$ cat config.mk
export PLATFORM = sky130hd
export DESIGN_NAME = serial_rx
export DESIGN_NICKNAME = d
export VERILOG_FILES = /design/src/rtl/serial_rx.sv
export SDC_FILE = /design/constraint.sdc
export NUM_CORES = 1
export LEC_CHECK = 0
export ABC_AREA = 0
export BUFFER_PORTS_ARGS = -buffer_cell sky130_fd_sc_hd__buf_4
export CAP_MARGIN = 25
export CORE_ASPECT_RATIO = 0.9
export CORE_UTILIZATION = 55
export DETAILED_ROUTE_END_ITERATION = 7
export PLACE_DENSITY = 0.79
export SYNTH_ARGS = -nofsm -noshare
export SYNTH_HDL_FRONTEND = slang
export SYNTH_SLANG_ARGS = --single-unit
$ cat constraint.sdc
create_clock -name clk -period 4.36 [get_ports clk]
set_input_delay 0.872 -clock clk [delete_from_list [all_inputs] [get_ports clk]]
set_output_delay 0.872 -clock clk [all_outputs]
set_load 0.05 [all_outputs]
$ cat src/rtl/serial_rx.sv
module serial_rx #(
  parameter int CW = 7
) (
  input  logic       clk,
  input  logic       rst_n,
  input  logic       rxc_en,
  input  logic       rxd,
  input  logic       sync_mode,
  input  logic [1:0] fac_sel,
  input  logic [1:0] len_sel,
  input  logic       par_en,
  input  logic       par_odd,
  input  logic       rd_stb,
  input  logic       err_clr,
  output logic [7:0] rx_data,
  output logic       rx_ready,
  output logic       overrun_err,
  output logic       parity_err,
  output logic       framing_err,
  output logic       brk_det
);

  typedef enum logic [2:0] {S_IDLE, S_START, S_DATA, S_PAR, S_STOP} st_t;
  st_t st;

  logic [CW-1:0] cnt, fac, half;
  logic [2:0]    bitn;
  logic [7:0]    sh, sh_fin, dout;
  logic [3:0]    nbits;
  logic          acc, acc_fin, samp, last, load, par_bad;
  logic          cur_low, prev_low;

  always_comb begin
    case (fac_sel)
      2'd0:    fac = CW'(4);
      2'd1:    fac = CW'(16);
      2'd2:    fac = CW'(32);
      default: fac = CW'(64);
    endcase
  end

  assign half    = fac >> 1;
  assign nbits   = 4'd5 + {2'b00, len_sel};
  assign samp    = sync_mode | (cnt == fac);
  assign last    = bitn == 3'(nbits - 4'd1);
  assign sh_fin  = (st == S_DATA) ? {rxd, sh[7:1]} : sh;
  assign dout    = sh_fin >> (4'd8 - nbits);
  assign acc_fin = acc ^ ((st == S_PAR) & rxd);
  assign par_bad = par_en & (acc_fin != par_odd);
  assign load    = rxc_en & samp & ((st == S_STOP) |
                   (sync_mode & st == S_PAR) |
                   (sync_mode & st == S_DATA & last & ~par_en));

  always_ff @(posedge clk or negedge rst_n) begin
    if (!rst_n) begin
      st <= S_IDLE; cnt <= '0; bitn <= '0; sh <= '0; acc <= 1'b0;
      rx_data <= '0; rx_ready <= 1'b0;
      overrun_err <= 1'b0; parity_err <= 1'b0; framing_err <= 1'b0;
      brk_det <= 1'b0; cur_low <= 1'b0; prev_low <= 1'b0;
    end else begin
      if (rd_stb) rx_ready <= 1'b0;
      if (err_clr) begin
        overrun_err <= 1'b0; parity_err <= 1'b0; framing_err <= 1'b0;
      end
      if (rxc_en && !sync_mode && rxd) begin
        brk_det <= 1'b0; prev_low <= 1'b0; cur_low <= 1'b0;
      end
      if (load) begin
        rx_data  <= dout;
        rx_ready <= 1'b1;
        if (rx_ready && !rd_stb) overrun_err <= 1'b1;
        if (par_bad) parity_err <= 1'b1;
        if (st == S_STOP && !rxd) framing_err <= 1'b1;
      end
      if (rxc_en) begin
        case (st)
          S_IDLE:
            if (sync_mode) begin
              sh <= {rxd, 7'b0}; acc <= rxd; bitn <= 3'd1; st <= S_DATA;
            end else if (!rxd) begin
              cnt <= CW'(1); st <= S_START;
            end
          S_START:
            if (cnt == half) begin
              if (!rxd) begin
                st <= S_DATA; cnt <= CW'(1); bitn <= '0;
                sh <= '0; acc <= 1'b0; cur_low <= 1'b1;
              end else st <= S_IDLE;
            end else cnt <= cnt + CW'(1);
          S_DATA:
            if (samp) begin
              sh <= {rxd, sh[7:1]}; acc <= acc ^ rxd;
              cnt <= CW'(1); bitn <= bitn + 3'd1;
              if (last) st <= par_en ? S_PAR : (sync_mode ? S_IDLE : S_STOP);
            end else cnt <= cnt + CW'(1);
          S_PAR:
            if (samp) begin
              acc <= acc ^ rxd; cnt <= CW'(1);
              st <= sync_mode ? S_IDLE : S_STOP;
            end else cnt <= cnt + CW'(1);
          S_STOP:
            if (samp) begin
              st <= S_IDLE;
              if (!rxd && cur_low) begin
                if (prev_low) brk_det <= 1'b1;
                prev_low <= 1'b1;
              end else prev_low <= 1'b0;
            end else cnt <= cnt + CW'(1);
          default: st <= S_IDLE;
        endcase
      end
    end
  end

  p_ready_hold_r6: assert property (@(posedge clk) disable iff (!rst_n)
    rx_ready && !rd_stb |=> rx_ready);
  p_overrun_cause_r7: assert property (@(posedge clk) disable iff (!rst_n)
    $rose(overrun_err) |-> $past(rx_ready));
  p_fe_sticky_r8: assert property (@(posedge clk) disable iff (!rst_n)
    framing_err && !err_clr |=> framing_err);
  p_pe_sticky_r8: assert property (@(posedge clk) disable iff (!rst_n)
    parity_err && !err_clr |=> parity_err);
  p_brk_low_r9: assert property (@(posedge clk) disable iff (!rst_n)
    $rose(brk_det) |-> !$past(rxd));
  p_brk_clear_r10: assert property (@(posedge clk) disable iff (!rst_n)
    rxc_en && !sync_mode && rxd |=> !brk_det);

endmodule

==> summary by stage <==
STA
Setup violations remaining at the end of the flow were counted as 0. Across the routed clock network, the largest skew measured is 11.57 ps. The final hold violation count was 0. At the pin with the least slew margin, the transition time is 583.6 ps. The worst pin sits at a relative slew slack of 0.6092. Setup repair after global routing left no endpoint under its margin. In the finished design, the share of the clock period the worst path needs comes to 0.5653. The slack of the critical path is 1895 ps. Counting I/O delays and the setup requirement, the final critical path takes 2465 ps. The final-layout setup total negative slack is 0 ps. Static timing analysis puts the maximum clock frequency at 405.8 MHz. The final-report max-slew violation count is 0.

CTS
The H-tree level count is 2. TritonCTS built the clock tree. The tree is rooted in a clkbuf_8.

The count of clock tree sinks is 37. For this design, the CTS-stage hold fixing added 0 buffers. The clock passes through at most 2 buffers. The post-CTS setup-driven buffer insertion count is 0. For the worst-skew pair, the clock arrives at the later sink with an insertion delay of 290 ps. After clock tree synthesis, the clock-pin slew on the worst setup and hold paths is 70 ps.

The number of buffers added by the clock tree synthesis step is 5. Post-CTS repair changed the size of 0 cells.

Power and ir drop
In this run the power spent charging and discharging nets is 0.7504 mW. The share of total power dissipated in sequential elements is 0.332. The share of total power dissipated in the clock network is 0.180. The share of total power in combinational logic is 0.488. The leakage power figure is 1.219 nW. The internal portion of total power is 0.9377 mW. The share of total power consumed by net switching is 0.4445. The sum of internal, switching and leakage power is 1.688 mW.

IR analysis of the VDD net gives a maximum drop of 0.3005 mV. Dividing total power by cell area gives a power density of 603.9 mW/mm².

Synthesis
dfrtp_1 takes more of the synthesized area than any other cell. After synthesis the netlist holds a flip-flop and latch count of 37. The commonest cells after synthesis are dfrtp_1 (37), nand2_1 (31), inv_1 (23). Of the synthesized area, sequential elements account for 0.3724.

Counting flops with a built-in enable in the synthesized netlist gives 0. Synthesis produced a netlist whose cell count is 274. The count of unique library cells instantiated by Yosys is 59. The most frequently used cell type in the post-synthesis netlist is dfrtp_1. The average instance area after synthesis is 9.073 µm². In the synthesized netlist the async set-or-reset flop fraction comes to 1.000. For this run, the leading register cell type out of synthesis is dfrtp_1. The count of warnings emitted by yosys is 0. The netlist area before placement is 0.002486 mm². Yosys attributes the largest share of cell area to dfrtp_1 (37%), mux2i_1 (8.5%), nand2_1 (4.7%). The number of nets handed over by synthesis was 290. The share of synthesized area in the top cell type comes to 0.3724.

Placement
The placed wire-length estimate after detailed placement is 3.631 mm. OpenSTA, run right after detailed placement, puts the worst setup slack at 1590 ps. The placer's final routability congestion estimate is 0.9490. After detailed placement, the total cell area comes to 0.002679 mm². The number of I/O port buffers is 25.

Die
For this configuration, the core starts out at a cell density of 0.5903. The floorplan step set the die height to 65.78 µm. The core area is 0.004212 mm².

The floorplan has 22 rows. The die covers 0.004793 mm². The top-level I/O count is 26. From left edge to right edge, the die measures 72.87 µm.

Critical path
By startpoint and endpoint, the worst setup path is classified as input pin to flip-flop. The dominant cell type by count on the critical path is or2_1. The critical path goes through buf_4 > or2_1 > a211oi_4 > a31oi_4 > or2_1 > nor2_8 > mux2_4. On the critical path, the stage with the largest delay is an instance of or2_1. The stage delay of the slowest cell on the critical path is 370 ps. The critical path data required time is 4540 ps. The maximum fanout along the worst path is 11. The category of the worst setup path launch point is an input pin. The data arrival time of the worst path is 2640 ps.

The kind of capture point of the worst setup path is a flip-flop.

Route
The residual DRC count is 0. After detailed routing, the number of vias per cell comes to 5.707. The count of nets left with antenna violations once routing finished came out at 0. The via count of the routed design is 2009.

In the final routed layout, each cell accounts on average for 14.16 µm. After detailed routing, the total wire length is 4.986 mm. After the first detailed-routing iteration, the DRC count stood at 226.

The first detailed-routing pass ran for 4 iterations.

Layout
The fraction of layout cells with a size suffix above 1 is 0.1610. The antenna diode count is 0. Summing all flip-flop and latch instances after layout gives 925.9 µm². The area of all placed cells without fillers is 0.002795 mm².

The post-route core utilization is 0.6637. Relative to the synthesized area, the layout overhead comes to 12.43%. After the last flow step, the layout net total stands at 307.

Summing all multi-input logic gate instances after layout gives 0.001389 mm². The number of filler cells placed in the layout is 359.

Worst hold path
The classification of the worst-slack hold path is flip-flop to flip-flop.

Global routing
The first global-routing pass estimated 8.887 mm of wire. The via count of the first global-routing pass is 1910. The initial antenna violation count is 0. The remaining global-route overflow is 0. The maximum number of pins on one net before global-route repair is 38.

Across every metal layer, demand over resource in global routing totals 0.2404.

Outcome
The flow ran to the end, and the final reports show no timing, DRC or antenna violations.

Flow run
Across the run, the number of max-cap violations was 0.
## routing by layer
layer | GRT usage | up-vias | wire length [µm]
met5 | 0 | - | 0
met4 | 0.06863 | 0 | 49
met3 | 0.04268 | 5 | 312
met2 | 0.3668 | 71 | 2247
met1 | 0.3486 | 925 | 2377
li1 | - | 1008 | -
## flip-flops by register name (all words and copies together) (netlist names)
signal,count
framing_err,1
rx_data,8
sh,8
prev_low,1
overrun_err,1
parity_err,1
st,3
bitn,3
cnt,7
cur_low,1
brk_det,1
acc,1
rx_ready,1
## layout make-up
class                           instances  share of cell area
Sequential cell                        37              0.3312
Tap cell                               60             0.02686
Inverter                               24             0.03223
Multi-Input combinational cell        197              0.4969
Timing Repair Buffer                   26             0.07117
Clock inverter                          1             0.01074
Clock buffer                            7             0.03089
## final timing paths
kind / endpoint / cells after the start / slack, ps / from
max in group asynchronous: bitn[0]$_DFFE_PN0P_ / 1 / 3490 / rst_n
setup reg to reg: parity_err$_DFF_PN0_ / 7 / 2050 / cnt[0]$_DFFE_PN0P_
setup / recovery: sh[5]$_DFFE_PN0P_ / 7 / 1900 / fac_sel[1]
hold reg to reg: rx_data[4]$_DFFE_PN0P_ / 2 / 490 / rx_data[4]$_DFFE_PN0P_
min in group asynchronous: st[1]$_DFFE_PN0P_ / 1 / 520 / rst_n
hold / removal: rx_data[4]$_DFFE_PN0P_ / 2 / 490 / rx_data[4]$_DFFE_PN0P_
## critical path, delay by kind of cell
family,cells,cell delay [ps]
mux,1,320
buf+inv,1,140
simple gates,3,890
compound gates,2,410
## power groups by stage
stage	Combinational [mW]	Sequential, mW	Clock, mW
6_report	0.823	0.560	0.304
3_5_place_dp	0.816	0.566	0
3_3_place_gp	0.794	0.563	0
2_1_floorplan	0.596	0.607	0
5_1_grt	0.908	0.576	0.329
4_1_cts	0.825	0.559	0.311
## placed cells by master (no fill, tap or decap), types with 2 or more instances in the layout
| master | Yosys | routed |
|---|---|---|
| a211o_1 | 3 | 3 |
| a21o_1 | 2 | 2 |
| a21oi_1 | 11 | 11 |
| a221oi_1 | 2 | 2 |
| and3_1 | 2 | 2 |
| buf_4 | 0 | 25 |
| clkbuf_8 | 0 | 6 |
| dfrtp_1 | 37 | 37 |
| ha_1 | 3 | 3 |
| inv_1 | 23 | 23 |
| mux2_1 | 2 | 2 |
| mux2i_1 | 21 | 21 |
| nand2_1 | 31 | 31 |
| nand2b_1 | 4 | 4 |
| nand3_1 | 11 | 11 |
| nand3_2 | 2 | 2 |
| nor2_1 | 14 | 14 |
| nor2b_1 | 4 | 4 |
| nor3_1 | 6 | 6 |
| nor3b_1 | 7 | 6 |
| o2111ai_1 | 2 | 2 |
| o211ai_1 | 2 | 2 |
| o21a_1 | 5 | 5 |
| o21ai_0 | 8 | 8 |
| o21ai_1 | 13 | 13 |
| o21bai_1 | 2 | 2 |
| o22ai_1 | 4 | 4 |
| o2bb2ai_1 | 2 | 2 |
| or2_1 | 2 | 2 |
| xnor2_1 | 5 | 5 |
| xor2_1 | 2 | 2 |
## kinds of logic after synthesis
group | synth area share
simple gates | 0.1887
compound gates | 0.2285
buf+inv | 0.07096
flops | 0.3724
mux | 0.09964
xor+xnor | 0.02466
fa+ha+maj | 0.01510
## per-stage QoR
step,cells,hold slack (ps)
6_report,352,489.2
5_1_grt,352,514.0
4_1_cts,352,493.6
3_5_place_dp,344,477.8
3_3_place_gp,343,472.3
2_1_floorplan,274,493.1
(Power assumes the default switching activity.)
